## src/rtl/adcr_pkg.sv

```systemverilog
package adcr_pkg;
  localparam int BUS_W         = 32;
  localparam int RES_LSB       = 6;
  localparam int CHAN_LSB      = 24;
  localparam int OVR_BIT       = 30;
  localparam int DONE_BIT      = 31;
  localparam int ADDR_GLOBAL   = 0;
  localparam int ADDR_INTEN    = 1;
  localparam int ADDR_STATUS   = 2;
  localparam int ADDR_CH_BASE  = 3;
endpackage

```

## src/rtl/adcr_rst_sync.sv

```systemverilog
module adcr_rst_sync (
  input  logic clk,
  input  logic rst_n,
  output logic rst_sync_n
);
  logic stage_q;

  always_ff @(posedge clk or negedge rst_n) begin
    if (!rst_n) begin
      stage_q    <= 1'b0;
      rst_sync_n <= 1'b0;
    end else begin
      stage_q    <= 1'b1;
      rst_sync_n <= stage_q;
    end
  end
endmodule

```

## src/rtl/adcr_slot.sv

```systemverilog
module adcr_slot #(
  parameter int PW = 10
) (
  input  logic          clk,
  input  logic          rst_n,
  input  logic          res_en,
  input  logic          res_burst,
  input  logic [PW-1:0] res_payload,
  input  logic          rd_en,
  output logic [PW-1:0] payload_o,
  output logic          done_o,
  output logic          ovr_o
);
  logic          upd;
  logic          done_n;
  logic          ovr_n;
  logic [PW-1:0] payload_n;

  always_comb begin
    upd       = res_en | rd_en;
    done_n    = res_en | (done_o & ~rd_en);
    ovr_n     = (ovr_o & ~rd_en) | (res_en & res_burst & done_o & ~rd_en);
    payload_n = res_en ? res_payload : payload_o;
  end

  always_ff @(posedge clk or negedge rst_n) begin
    if (!rst_n) begin
      done_o    <= 1'b0;
      ovr_o     <= 1'b0;
      payload_o <= '0;
    end else if (upd) begin
      done_o    <= done_n;
      ovr_o     <= ovr_n;
      payload_o <= payload_n;
    end
  end

  assert_done_set_R2: assert property (@(posedge clk) disable iff (!rst_n)
    res_en |=> done_o);
  assert_done_clear_R2: assert property (@(posedge clk) disable iff (!rst_n)
    (rd_en && !res_en) |=> (!done_o && !ovr_o));
  assert_ovr_burst_R3: assert property (@(posedge clk) disable iff (!rst_n)
    (res_en && res_burst && done_o && !rd_en) |=> ovr_o);
  assert_ovr_quiet_R4: assert property (@(posedge clk) disable iff (!rst_n)
    (res_en && !res_burst && !rd_en) |=> (ovr_o == $past(ovr_o)));
  assert_collide_R5: assert property (@(posedge clk) disable iff (!rst_n)
    (res_en && rd_en) |=> (done_o && !ovr_o && payload_o == $past(res_payload)));
endmodule

```

## src/rtl/adcr_irq.sv

```systemverilog
module adcr_irq #(
  parameter int NUM_CH = 8
) (
  input  logic              clk,
  input  logic              rst_n,
  input  logic              wr_en,
  input  logic [NUM_CH:0]   wdata,
  input  logic [NUM_CH-1:0] ch_done,
  input  logic              glob_done,
  output logic [NUM_CH-1:0] mask_o,
  output logic              gen_o,
  output logic              irq
);
  logic [NUM_CH-1:0] mask_n;
  logic              gen_n;

  always_comb begin
    mask_n = wr_en ? wdata[NUM_CH-1:0] : mask_o;
    gen_n  = wr_en ? wdata[NUM_CH]     : gen_o;
  end

  always_ff @(posedge clk or negedge rst_n) begin
    if (!rst_n) begin
      mask_o <= '0;
      gen_o  <= 1'b1;
    end else if (wr_en) begin
      mask_o <= mask_n;
      gen_o  <= gen_n;
    end
  end

  assign irq = (|(ch_done & mask_o)) | (glob_done & gen_o);

  assert_irq_source_R9: assert property (@(posedge clk) disable iff (!rst_n)
    irq |-> ((|ch_done) || glob_done));
  assert_irq_masked_R9: assert property (@(posedge clk) disable iff (!rst_n)
    (mask_o == '0 && !gen_o) |-> !irq);
  assert_en_load_R8: assert property (@(posedge clk) disable iff (!rst_n)
    wr_en |=> (gen_o == $past(wdata[NUM_CH])));
endmodule

```

## src/rtl/adcr_result_regs.sv

```systemverilog
module adcr_result_regs
  import adcr_pkg::*;
#(
  parameter int NUM_CH = 8,
  parameter int RES_W  = 10,
  parameter int ADDR_W = 4,
  parameter int CH_W   = $clog2(NUM_CH)
) (
  input  logic              clk,
  input  logic              rst_n,
  input  logic              bus_sel,
  input  logic              bus_wr,
  input  logic [ADDR_W-1:0] bus_addr,
  input  logic [BUS_W-1:0]  bus_wdata,
  output logic [BUS_W-1:0]  bus_rdata,
  input  logic              res_valid,
  input  logic [CH_W-1:0]   res_chan,
  input  logic [RES_W-1:0]  res_data,
  input  logic              res_burst,
  output logic              irq
);
  localparam int GPW = CH_W + RES_W;

  logic              rst_sync_n;
  logic              rd_hit;
  logic              wr_hit;
  logic [NUM_CH-1:0] ch_done;
  logic [NUM_CH-1:0] ch_ovr;
  logic [RES_W-1:0]  ch_res [NUM_CH];
  logic [GPW-1:0]    g_payload;
  logic              g_done;
  logic              g_ovr;
  logic [NUM_CH-1:0] en_mask;
  logic              en_glob;
  logic              data_addr;
  logic              unused_wdata;

  assign unused_wdata = ^bus_wdata[BUS_W-1:NUM_CH+1];

  adcr_rst_sync i_rst (
    .clk        (clk),
    .rst_n      (rst_n),
    .rst_sync_n (rst_sync_n)
  );

  assign rd_hit = bus_sel & ~bus_wr;
  assign wr_hit = bus_sel &  bus_wr;

  for (genvar n = 0; n < NUM_CH; n++) begin : g_ch
    logic res_here;
    logic rd_here;
    assign res_here = res_valid & (res_chan == CH_W'(n));
    assign rd_here  = rd_hit & (bus_addr == ADDR_W'(ADDR_CH_BASE + n));

    adcr_slot #(.PW(RES_W)) i_slot (
      .clk         (clk),
      .rst_n       (rst_sync_n),
      .res_en      (res_here),
      .res_burst   (res_burst),
      .res_payload (res_data),
      .rd_en       (rd_here),
      .payload_o   (ch_res[n]),
      .done_o      (ch_done[n]),
      .ovr_o       (ch_ovr[n])
    );
  end

  adcr_slot #(.PW(GPW)) i_glob (
    .clk         (clk),
    .rst_n       (rst_sync_n),
    .res_en      (res_valid),
    .res_burst   (res_burst),
    .res_payload ({res_chan, res_data}),
    .rd_en       (rd_hit & (bus_addr == ADDR_W'(ADDR_GLOBAL))),
    .payload_o   (g_payload),
    .done_o      (g_done),
    .ovr_o       (g_ovr)
  );

  adcr_irq #(.NUM_CH(NUM_CH)) i_irq (
    .clk       (clk),
    .rst_n     (rst_sync_n),
    .wr_en     (wr_hit & (bus_addr == ADDR_W'(ADDR_INTEN))),
    .wdata     (bus_wdata[NUM_CH:0]),
    .ch_done   (ch_done),
    .glob_done (g_done),
    .mask_o    (en_mask),
    .gen_o     (en_glob),
    .irq       (irq)
  );

  always_comb begin
    bus_rdata = '0;
    data_addr = 1'b0;
    if (bus_addr == ADDR_W'(ADDR_GLOBAL)) begin
      bus_rdata[RES_LSB +: RES_W] = g_payload[RES_W-1:0];
      bus_rdata[CHAN_LSB +: CH_W] = g_payload[GPW-1:RES_W];
      bus_rdata[OVR_BIT]          = g_ovr;
      bus_rdata[DONE_BIT]         = g_done;
      data_addr                   = 1'b1;
    end else if (bus_addr == ADDR_W'(ADDR_INTEN)) begin
      bus_rdata[NUM_CH-1:0] = en_mask;
      bus_rdata[NUM_CH]     = en_glob;
    end else if (bus_addr == ADDR_W'(ADDR_STATUS)) begin
      bus_rdata[NUM_CH-1:0]        = ch_done;
      bus_rdata[2*NUM_CH-1:NUM_CH] = ch_ovr;
      bus_rdata[2*NUM_CH]          = |ch_done;
    end else begin
      for (int n = 0; n < NUM_CH; n++) begin
        if (bus_addr == ADDR_W'(ADDR_CH_BASE + n)) begin
          bus_rdata[RES_LSB +: RES_W] = ch_res[n];
          bus_rdata[OVR_BIT]          = ch_ovr[n];
          bus_rdata[DONE_BIT]         = ch_done[n];
          data_addr                   = 1'b1;
        end
      end
    end
  end

  assert_reserved_zero_R1: assert property (@(posedge clk) disable iff (!rst_sync_n)
    data_addr |-> (bus_rdata[RES_LSB-1:0] == '0 && bus_rdata[CHAN_LSB-1:RES_LSB+RES_W] == '0));
  assert_status_or_R7: assert property (@(posedge clk) disable iff (!rst_sync_n)
    (bus_addr == ADDR_W'(ADDR_STATUS)) |-> (bus_rdata[2*NUM_CH] == (bus_rdata[NUM_CH-1:0] != '0)));
  assert_unmapped_zero_R10: assert property (@(posedge clk) disable iff (!rst_sync_n)
    (bus_addr >= ADDR_W'(ADDR_CH_BASE + NUM_CH)) |-> (bus_rdata == '0));
endmodule

```

## config.mk

```make
export PLATFORM = sky130hd
export DESIGN_NAME = adcr_result_regs
export DESIGN_NICKNAME = d
export VERILOG_FILES = /design/src/rtl/adcr_pkg.sv /design/src/rtl/adcr_rst_sync.sv /design/src/rtl/adcr_slot.sv /design/src/rtl/adcr_irq.sv /design/src/rtl/adcr_result_regs.sv
export SDC_FILE = /design/constraint.sdc
export NUM_CORES = 1
export LEC_CHECK = 0
export BUFFER_PORTS_ARGS = -buffer_cell sky130_fd_sc_hd__buf_4
export CORE_ASPECT_RATIO = 1.1
export CORE_MARGIN = 5
export CORE_UTILIZATION = 52
export CTS_BUF_LIST = sky130_fd_sc_hd__clkbuf_4 sky130_fd_sc_hd__clkbuf_8 sky130_fd_sc_hd__clkbuf_16
export DETAILED_ROUTE_END_ITERATION = 7
export GPL_TIMING_DRIVEN = 0
export PLACE_DENSITY_LB_ADDON = 0.15
export SYNTH_ARGS = -nofsm -noshare
export SYNTH_HDL_FRONTEND = slang
export SYNTH_SLANG_ARGS = --single-unit
```

## constraint.sdc

```tcl
create_clock -name clk -period 3.5 [get_ports clk]
set_input_delay 0.525 -clock clk [delete_from_list [all_inputs] [get_ports clk]]
set_output_delay 0.525 -clock clk [all_outputs]
set_load 0.05 [all_outputs]
```

==> results.txt, run 1 <==
After detailed routing, the number of vias per cell comes to 6.21. The kind of start point of the critical path is a primary input. The via count of the first global-routing pass came out at roughly 5300.

Wires add up to between 15000 and 20000 um. The start point of the critical path is bus_addr[3]. The number of vias in the routed layout is 5295.

The worst setup path is of the in2out kind. The count of port buffers added during placement is a little over 50. The number of endpoints failing setup at the final stage came out at 0. The maximum ir drop on the vdd rail came out at approximately 0.38 mV. The number of buffers on the longest clock path is 2.

Data on the critical path is required at its endpoint by approximately 3.0 ns. For this design the static power due to leakage is 3.47 nW. The number of endpoints with negative hold slack in the final report came out at 0. The worst path arrival time came out at around 2.5 ns. By count the netlist is led by 121 x dfrtp_1, 89 x mux2_2, 65 x nand2_1. The clock sink total is 122. The number of distinct library cells after synthesis came out at a little over 60. The filler cell count in the final layout came out at roughly 1000. The first-pass GRT wire length is just over 30000 um. The initial antenna violation count is 0. The critical path ends at bus_rdata[10]. The final setup slack of the worst path is between 0.5 and 0.6 ns. The post-synthesis cell area came out at between 0.006 and 0.007 mm2. The share of synthesized registers carrying an async set or reset came out at 100%. TritonCTS built the clock tree. In the synthesized netlist the dominant register cell turns out to be dfrtp_1. Along the worst path, the maximum fanout reaches 10. The yosys synthesis warning count is 0.

For this design the top-level I/O count stands at slightly below 90. The slew at the pin closest to its max-slew limit is just over 0.8 ns. The normalized max-slew margin came out at between 40 and 50%. The cell sitting at the root of the clock tree is a clkbuf_16.

The placer congestion estimate is ~0.95. The number of rows created at floorplan is 42. The worst register-to-register path begins at i_rst.rst_sync_n. The post-synthesis average cell area is around 11 um2. The clock insertion delay at the later pin of the skew report is approximately 0.43 ns. The run finished with clean final reports. The count of state elements after synthesis came out at 122. Setup repair after global routing left no endpoint under its margin. The overall power of the completed layout came out at roughly 4.7 mW.

The maximum number of pins on one net before global-route repair is 65. The sequential cell fraction of total power is 40.9%. The number of antenna repair diodes is 0. The core region is roughly 0.012 mm2. In this run the critical register-to-register path is captured at g_ch[4].i_slot.payload_o[3]. Measured in cells, the most critical reg-to-reg path has a length of 1. Clock skew on the completed layout was measured at around 0.0066 ns. The number of enable flip-flop cells after synthesis came out at 0. The share of power burned in combinational logic came out at between 10% and 20%.

The violation count after the first detailed-routing iteration came out at about 500. The global route total overflow is 0. The internal portion of total power came out at around 3.3 mW.

In the final routed layout, each cell accounts on average for ~23 um. The sequential area share after synthesis came out at roughly 47%. The accumulated negative setup slack is 0 ns. The count of nets left with antenna violations once routing finished came out at 0. The die outline height is 127 um.

The number of buffers created by CTS is 17. For this run, the total global-route usage over all layers was measured as between 20% and 30%. STA classifies the critical path endpoint as an output pin.

The switching power as a share of total power is between 20% and 30%. Yosys attributes the largest share of cell area to dfrtp_1 47%, mux2_2 16%, nand2_1 3.8%. At the placement stage, the worst setup path has a slack of about 0.58 ns. The count of cells in the finished layout, fillers not included, comes to between 800 and 900. The cell count after synthesis came out at 605. The number of max-capacitance violations reported came out at 0. The area taken by flip-flops and latches came out at around 0.003 mm2. The power per unit of standard cell area is roughly 610 mW/mm2. The final layout net count came out at 741.

The share of power burned in the clock network is between 30% and 40%. The synthesized design spends more area on one cell type than any other, namely dfrtp_1. The maximum clock frequency is between 300 and 400 MHz.

The most common cell in the synthesized netlist is dfrtp_1. The area share of the largest cell type after synthesis is a little under half. The worst setup slack for register-to-register paths is 2.33 ns. The number of optimization iterations in the first detailed-route pass came out at 5. The net switching power figure is around 1.3 mW. The footprint of the multi-input gates is between 0.003 and 0.004 mm2. Cells with a size suffix above 1 make up approximately 33% of the layout.

In this run, placement finished with an instance count of 820. The floorplan step defined a die boundary enclosing between 0.01 and 0.015 mm2. The post-CTS setup buffer count is 0. The clock slew at the register clock pins of the worst setup and hold paths came out at ~0.050 ns. In the routed design, unresolved DRC markers number 0. The count of pins over their slew limit was 0. The area growth from synthesis to layout is 19.9%. The time the final worst path needs with I/O delays and setup is about 3 ns. The worst hold margin came out at between 0.3 and 0.4 ns. The detailed placer's ending HPWL is about 14000 um. The horizontal die dimension came out at between 100 and 150 um. The initial cell density of the core is a little over half.

Of the available clock period, the critical path in the final layout requires 85.4%. The H-tree depth is 4. The class of the most critical hold timing path is in2reg.
[power groups by stage]
| stage | combinational (mW) | sequential, mW | clock (mW) |
|---|---|---|---|
| after global placement | 0.844 | 1.93 | 0 |
| after detailed placement | 0.885 | 1.94 | 0 |
| after CTS | 0.893 | 1.92 | 1.88 |
| final | 0.897 | 1.92 | 1.87 |
| after floorplan | 0.658 | 1.86 | 0 |
| after global routing | 0.968 | 1.95 | 1.97 |
[placed cells by master (no fill, tap or decap), types with 7 or more instances in the layout]
| cell | netlist | final |
|---|---|---|
| nand3_1 | 12 | 12 |
| buf_4 | 20 | 71 |
| mux2_2 | 89 | 89 |
| a31oi_1 | 14 | 14 |
| a21oi_1 | 24 | 24 |
| and3b_1 | 8 | 8 |
| o21ai_0 | 23 | 23 |
| conb_1 | 2 | 11 |
| a211oi_1 | 7 | 7 |
| clkbuf_16 | 0 | 17 |
| a21o_1 | 10 | 10 |
| nor3_1 | 8 | 8 |
| nand2b_1 | 15 | 15 |
| nand2_1 | 65 | 65 |
| mux2i_1 | 14 | 14 |
| inv_1 | 12 | 12 |
| buf_2 | 19 | 19 |
| clkbuf_1 | 9 | 9 |
| dfrtp_1 | 121 | 120 |
| a22oi_1 | 11 | 11 |
| nor2_1 | 34 | 34 |
[critical path, cell delays in order]
cell	delay, ns
buf_4	0.09
buf_2	0.29
inv_1	0.22
buf_1	0.35
a221oi_1	0.37
nor3_1	0.09
a211oi_1	0.26
buf_4	0.26
[state kept, by name, indices dropped and copies added, names as in the netlist]
| signal | flops |
|---|---|
| g_ch.i_slot.payload_o | 80 |
| i_rst.stage_q | 1 |
| i_irq.mask_o | 8 |
| g_ch.i_slot.ovr_o | 8 |
| g_ch.i_slot.done_o | 8 |
| i_rst.rst_sync_n | 1 |
| i_glob.payload_o | 13 |
| i_glob.done_o | 1 |
| i_irq.gen_o | 1 |
| i_glob.ovr_o | 1 |
[worst min-delay path by stage]
stage,endpoint,from,slack (ns),cells after the start
after floorplan,i_rst.rst_sync_n,rst_n,0.23,0
after global placement,i_rst.stage_q,rst_n,0.31,1
after detailed placement,i_rst.stage_q,rst_n,0.31,1
after CTS,i_irq.mask_o[1],bus_wdata[1],0.33,2
after global routing,i_irq.gen_o,bus_wdata[8],0.33,2
final,i_irq.mask_o[7],bus_wdata[7],0.34,2
[layout make-up]
cell class	count	area share (%)
flip-flops and latches	122	39.6
clock buffers	20	5.96
well taps	154	2.50
inverters	13	0.632
clock inverters	12	2.22
plain buffers	54	4.31
repair buffers	53	5.45
multi-input cells	425	39.3
[stage by stage]
step	cell area [um2]	utilization (%)
3_3_place_gp	7050	58.3
3_5_place_dp	7080	58.6
2_1_floorplan	6470	-
6_report	7720	63.9
4_1_cts	7720	63.9
5_1_grt	7720	63.9
[per-layer routing]
layer  vias up  wire (um)  track usage (%)  share of wire [%]
li1       2335          -                -                  -
met1      2635       8360             39.5                 42
met2       272       9240             43.1                 46
met3        53       1700             6.05                8.5
met4         0        644             11.4                3.2
met5         -          0                0                  0
[cells by family after synthesis]
| logic type | share of synthesized area, % |
|---|---|
| simple gates | 13.5 |
| buf+inv | 5.93 |
| mux | 18.4 |
| flops | 47.4 |
| other cells | 0.117 |
| compound gates | 14.6 |
[what timing repair did]
item / 4_1_cts / 5_1_grt
hold buffers: 1 / 0
resized for setup: 0 / 0
endpoints found under the hold margin: 2 / 0
No activity file was read; power rests on OpenSTA's default activity.
==> run 2, diff against run 1 <==
Settings changed: GPL_TIMING_DRIVEN 0 to not set, PLACE_DENSITY set to 0.76, PLACE_DENSITY_LB_ADDON 0.15 to not set.
==> results.txt, run 2 (synthesis gave the netlist of run 1 again) <==
The flow ran to the end, and the final reports show no timing, DRC or antenna violations. For this design the ratio of total power to cell area is 607 mW/mm2. The worst path arrival time came out at approximately 2.6 ns.

The required time of the critical path is 2.97 ns. The post-placement cell count came out at about 780. The count of pins over their slew limit is 0. The net switching power figure is 1.33 mW. The number of buffers on the longest clock path came out at 2. The worst hold margin is ~0.19 ns. The detailed placer's ending HPWL came out at 11200 um. After clock tree synthesis, the clock-pin slew on the worst setup and hold paths is ~0.060 ns.

The overall power of the completed layout is roughly 4.5 mW. The met2 track demand over resource came out at between 30% and 40%. Subtracting the final worst setup slack from the clock period gives 3.10 ns. TritonCTS built the clock tree. The final layout net count came out at just over 700.

The first-pass GRT wire length came out at 27900 um. The number of antenna repair diodes is 0. The share of power burned in the clock network is 39.1%.

Once detail routing completed, the nets flagged for antenna violations numbered 0. In the final layout, the registers with the most flip-flops are g_ch.i_slot.payload_o x80, i_glob.payload_o x13. The residual DRC count is 0. Clock latency on the worst-skew pair, taken at its later pin, is approximately 0.42 ns. The worst register-to-register path begins at i_rst.rst_sync_n.

The initial antenna violation count is 0. The count of non-filler cells in the finished layout came out at between 800 and 900. The endpoint kind of the worst setup timing path is an output pin. The sequential cell fraction of total power came out at between 40% and 50%. The worst register-to-register path ends at g_ch[0].i_slot.payload_o[3]. The commonest non-fill, non-tap cell in the layout is dfrtp_1. The global route total overflow came out at 0.

The number of buffers created by CTS came out at 17. The die outline height came out at approximately 130 um. The critical path is of the in2out type. The maximum clock frequency came out at ~320 MHz. Cells fill approximately three fifths of the core in the end. The violation count after the first detailed-routing iteration came out at 599. In the final layout, the multi-input gates occupy a little over 0.003 mm2.

The switching power as a share of total power came out at approximately 29%. The count of port buffers added during placement came out at 54. Once the clock tree was built, the setup fixing pass inserted 0 buffers. Setup repair after global routing left no endpoint under its margin. In this run the worst hold path is classified as reg2async. The detailed-route vias per instance came out at around 6.3. In this run the horizontal extent of the chip is roughly 120 um. The filler cell count in the final layout is between 900 and 1000. The register with the most flip-flops in the layout has 80 of them. The maximum number of pins on one net before global-route repair is about 110. The via count of the first global-routing pass came out at roughly 5300. The worst clock skew came out at around 0.0074 ns. The number of rows created at floorplan came out at 42. The clock sink total is 122. The cell area after placement came out at just under 0.007 mm2.

The pre-CTS setup slack is ~0.5 ns. For this design the top-level I/O count stands at 88. The maximum ir drop on the vdd rail is ~0.28 mV. The slew at the pin closest to its max-slew limit is ~1 ns. The number of endpoints with negative hold slack in the final report is 0. The worst setup slack for register-to-register paths came out at 2.45 ns. The wire length per cell came out at roughly 21 um. The share of power burned in combinational logic came out at a little under a fifth. The global-route usage over all layers is between 20% and 30%. In the layout the commonest cells are 120 x dfrtp_1, 89 x mux2_2, 68 x buf_4, 65 x nand2_1, 34 x nor2_1. The H-tree depth is 4. In the final timing run, aggregate negative setup slack is 0 ns. The area growth from synthesis to layout is 16.3%.

The maximum fanout along the worst path came out at 41. The standby leakage power is ~3.3 nW. Once layout is done, the placed cells without fillers occupy ~0.0075 mm2. For this configuration, the core starts out at a cell density of between 50% and 60%. The number of endpoints failing setup at the final stage came out at 0. The number of optimization iterations in the first detailed-route pass came out at 5. The final routed wirelength across all metal layers came out at between 15000 and 20000 um. The area of the die came out at 0.0147 mm2.

The placer congestion estimate is approximately 0.88. The worst pin sits at a relative slew slack of between 30 and 40%. The final clock period utilization by the worst path is 88.6%. The routing usage on met1 is roughly a third. The total area inside the core boundary comes to ~0.012 mm2. The final setup slack of the worst path came out at approximately 0.40 ns.

Measured in cells, the most critical reg-to-reg path has a length of 1. The kind of start point of the critical path is a primary input. Across the whole layout, storage elements account for around 0.0031 mm2. In this run the clock root is driven by a clkbuf_16. Across the run, the number of max-cap violations was 0.

The met3 demand-to-capacity share in global routing came out at roughly 6.4%. The global routing stage identified its most utilized layer as met2. The share of layout cells above drive strength 1 came out at between 30% and 40%.

The internal portion of the total power is around 3.2 mW. The number of vias in the routed layout is approximately 5100. The register with the most flip-flops is g_ch.i_slot.payload_o.
==> run 2: changes by cell type in the layout (fill, tap and decap cells not counted), sizes merged <==
cell	delta
inv	+1
buf	-27
bufinv	-1
clkinv	+3
clkbuf	-13
==> run 2: worst max path at each step <==
| stage | startpoint | end | slack [ns] | cells past startpoint |
|---|---|---|---|---|
| after floorplan | bus_addr[1] | bus_rdata[10] | 0.47 | 7 |
| after global placement | bus_addr[0] | bus_rdata[9] | 0.55 | 7 |
| after detailed placement | bus_addr[0] | bus_rdata[6] | 0.51 | 7 |
| after CTS | bus_addr[0] | bus_rdata[6] | 0.49 | 7 |
| after global routing | bus_addr[0] | bus_rdata[6] | 0.36 | 7 |
| final | bus_addr[0] | bus_rdata[11] | 0.40 | 7 |
==> run 2: repair_timing <==
action / in CTS / in global routing
resized for setup: 0 / 0
hold buffers: 1 / 0
hold endpoints to repair: 2 / 0
==> run 2: metal layers <==
metal / vias up / share of wire [%]
li1: 2250 / -
met2: 271 / 47
met3: 58 / 8.3
met4: 0 / 3.2
met5: - / 0
met1: 2543 / 42
==> run 2: critical path: stages <==
cell and delay (ns):
buf_4 0.39, nor2b_1 0.50, buf_4 0.28, a22oi_1 0.10, o41a_1 0.36, o21ai_1 0.14
buf_4 0.24
==> run 2: layout make-up <==
type | instances | share of cell area, %
clock inverters | 15 | 2.36
well taps | 154 | 2.57
clock buffers | 17 | 5.68
multi-input cells | 425 | 40.7
repair buffers | 70 | 7.22
inverters | 13 | 0.652
flip-flops and latches | 122 | 40.8
==> run 2: power by group through the flow <==
| stage | clock (mW) | sequential [mW] | combinational [mW] |
|---|---|---|---|
| final | 1.78 | 1.89 | 0.872 |
| after global routing | 1.85 | 1.93 | 0.949 |
| after CTS | 1.79 | 1.89 | 0.870 |
| after detailed placement | 0 | 1.91 | 0.860 |
| after global placement | 0 | 1.89 | 0.829 |
| after floorplan | 0 | 1.86 | 0.658 |
==> run 3, diff against run 2 <==
Settings changed: PLACE_DENSITY 0.76 to 0.73.
==> results.txt, run 3 (synthesis gave the netlist of run 1 again) <==
The run finished with clean final reports. The die is ~130 um tall. For this design the total switching power over the nets is ~1.3 mW.

Setup repair after global routing left no endpoint under its margin. Broken down by cell family, the worst path's largest delay share belongs to buffers and inverters. The number of endpoints with negative hold slack in the final report came out at 0. The kind of start point of the critical path is a primary input. The post-CTS setup buffer count is 0.

In this run the core area contains 42 standard-cell rows. The residual DRC count came out at 0. The worst setup path is captured at an output pin.

In this run the worst hold path is classified as in2reg. The area of the core came out at about 0.012 mm2. The count of port buffers added during placement came out at 54.

In this run the remaining antenna-violating nets after routing total 0. The clock tree synthesis step divided the H-tree into 4 levels. The via count of the first global-routing pass is just over 5000.

TritonCTS created 17 clock buffers. The share of power burned in combinational logic came out at 18.6%. The worst path uses a little over four fifths of the clock period.

The detailed router finished its first iteration with 539 violations. Global routing consumed, on the met2 layer, about 36% of the routing resources. The worst path arrival time is 2.42 ns. Leaving out fill and tap cells, the most frequent cells in the layout are 120 x dfrtp_1, 89 x mux2_2, 66 x buf_4, 65 x nand2_1, 34 x nor2_1. The critical path buffer and inverter count is 3. The clock sink total is 122. The maximum fanout along the worst path came out at 31. Counting along the longest clock path gives a buffer depth of 2. In the global route stage, met1 resource usage came out at about a third. The area growth from synthesis to layout is 16.4%. The number of antenna repair diodes is 0. The flip-flop count of the largest register after layout came out at 80.

The time the final worst path needs with I/O delays and setup came out at between 2 and 3 ns. Internal power comes to around 3.3 mW. The final layout net count came out at around 700.

The initial antenna violation count is 0. The global-route usage over all layers came out at 24.5%. In the global route stage, met3 resource usage came out at 6.77%. The count of cells in the finished layout, fillers not included, comes to just over 800. After clock tree synthesis, the clock-pin slew on the worst setup and hold paths is around 0.05 ns. The library cell used as clock root buffer is clkbuf_16. Traced cell by cell, the critical path runs through buf_4 -> nor2b_1 -> buf_4 -> o21ai_0 -> a31oi_1 -> o32ai_1 -> buf_4.

The normalized max-slew margin came out at about 36%. The clock insertion delay at the later pin of the skew report is between 0.4 and 0.5 ns. Summed over all layers, the routed wires come to 17100 um. The longest individual stage delay on the worst path is just over 0.6 ns. Across all layers, the routed design uses approximately 5100 vias. The wire length per cell is roughly 21 um.

The required time of the critical path came out at just under 3 ns. Of the total power, registers draw between 40% and 50%. The horizontal die dimension is between 100 and 150 um. The post-placement cell count came out at ~780.

The share of layout cells above drive strength 1 is 30.9%. The number of optimization iterations in the first detailed-route pass came out at 5. On the critical path, the stage with the largest delay is an instance of nor2b_1.

For this design the top-level I/O count stands at 88. The library cell used most frequently in the layout, excluding fill and tap cells, is dfrtp_1. The critical path is of the in2out type.

The initial cell density of the core came out at between 50 and 60%. The number of gates resized after CTS is 0. The maximum clock frequency came out at between 300 and 400 MHz. The maximum ir drop on the vdd rail is 0.300 mV. The worst clock skew came out at between 0.005 and 0.006 ns. The power per unit of standard cell area came out at 613 mW/mm2. The global route total overflow is 0.

The area of the die is around 0.015 mm2. The standby leakage power came out at 3.32 nW. The number of max-capacitance violations reported is 0. The number of hold buffers added after CTS was 1.

In the final layout, the registers with the most flip-flops are g_ch.i_slot.payload_o x80, i_glob.payload_o x13. The number of endpoints failing setup at the final stage came out at 0. The global routing stage identified its most utilized layer as met2. The maximum number of pins on one net before global-route repair came out at between 60 and 70. The count of pins over their slew limit came to 0.

The slew at the pin closest to its max-slew limit is approximately 0.96 ns. The switching power as a share of total power is between 20% and 30%. The placer congestion estimate is between 0.9 and 1.

The accumulated negative setup slack came out at 0 ns. Per report_power, the clock group accounts for between 40% and 50% of the total. The detailed placer's ending HPWL came out at between 10000 and 15000 um. TritonCTS built the clock tree. More flip-flops sit in one register than any other, and that register is g_ch.i_slot.payload_o. The most frequent cell on the critical path is buf_4.

The detailed-route vias per instance is 6.23. The first-pass GRT wire length is 27400 um.
==> run 3: cell count changes in the layout (fill, tap and decap cells not counted), sizes merged <==
cell	delta
buf	-2
clkbuf	+8
clkinv	-5
clkinvlp	-2
inv	-1
==> run 3: layer usage <==
layer / up-vias / part of all wire (%)
met5: - / 0
met4: 0 / 3.1
met3: 51 / 8.3
met2: 246 / 46
met1: 2526 / 43
li1: 2247 / -
==> run 3: path summary, 6_finish.rpt <==
path                                   from                           to  slack [ns]  cells after the start
max in group asynchronous  i_rst.rst_sync_n  g_ch[6].i_slot.payload_o[3]        2.28                      1
hold / removal                 bus_wdata[3]              i_irq.mask_o[3]        0.34                      2
min in group asynchronous  i_rst.rst_sync_n  g_ch[0].i_slot.payload_o[1]        0.39                      0
setup / recovery                bus_addr[1]                bus_rdata[15]        0.56                      7
hold reg to reg               i_rst.stage_q             i_rst.rst_sync_n        0.35                      0
setup reg to reg           i_rst.rst_sync_n  g_ch[6].i_slot.payload_o[3]        2.28                      1
==> run 3: per-stage QoR <==
stage / cell area [um2] / hold slack (ns) / utilization [%] / setup slack (ns) / total power, mW
global route: 7490 / 0.330 / 62.0 / 0.441 / 4.78
floorplan: 6470 / 0.229 / - / 0.466 / 2.52
CTS: 7490 / 0.322 / 62.0 / 0.589 / 4.61
detailed placement: 6860 / 0.310 / 56.8 / 0.603 / 2.76
global placement: 6860 / 0.307 / 56.8 / 0.632 / 2.72
finish: 7490 / 0.336 / 62.0 / 0.556 / 4.60
==> run 3: final cells by class <==
cell class,instances,area [um2]
Sequential cell,122,3060
Clock buffer,25,510
Inverter,13,48.8
Timing Repair Buffer,68,526
Fill cell,964,4590
Multi-Input combinational cell,425,3050
Clock inverter,7,113
Tap cell,154,193
==> run 3: power by group through the flow <==
| stage | Combinational, mW | Clock [mW] | Sequential, mW |
|---|---|---|---|
| after detailed placement | 0.845 | 0 | 1.92 |
| final | 0.855 | 1.84 | 1.90 |
| after global placement | 0.821 | 0 | 1.90 |
| after CTS | 0.854 | 1.86 | 1.90 |
| after global routing | 0.928 | 1.92 | 1.94 |
| after floorplan | 0.658 | 0 | 1.86 |
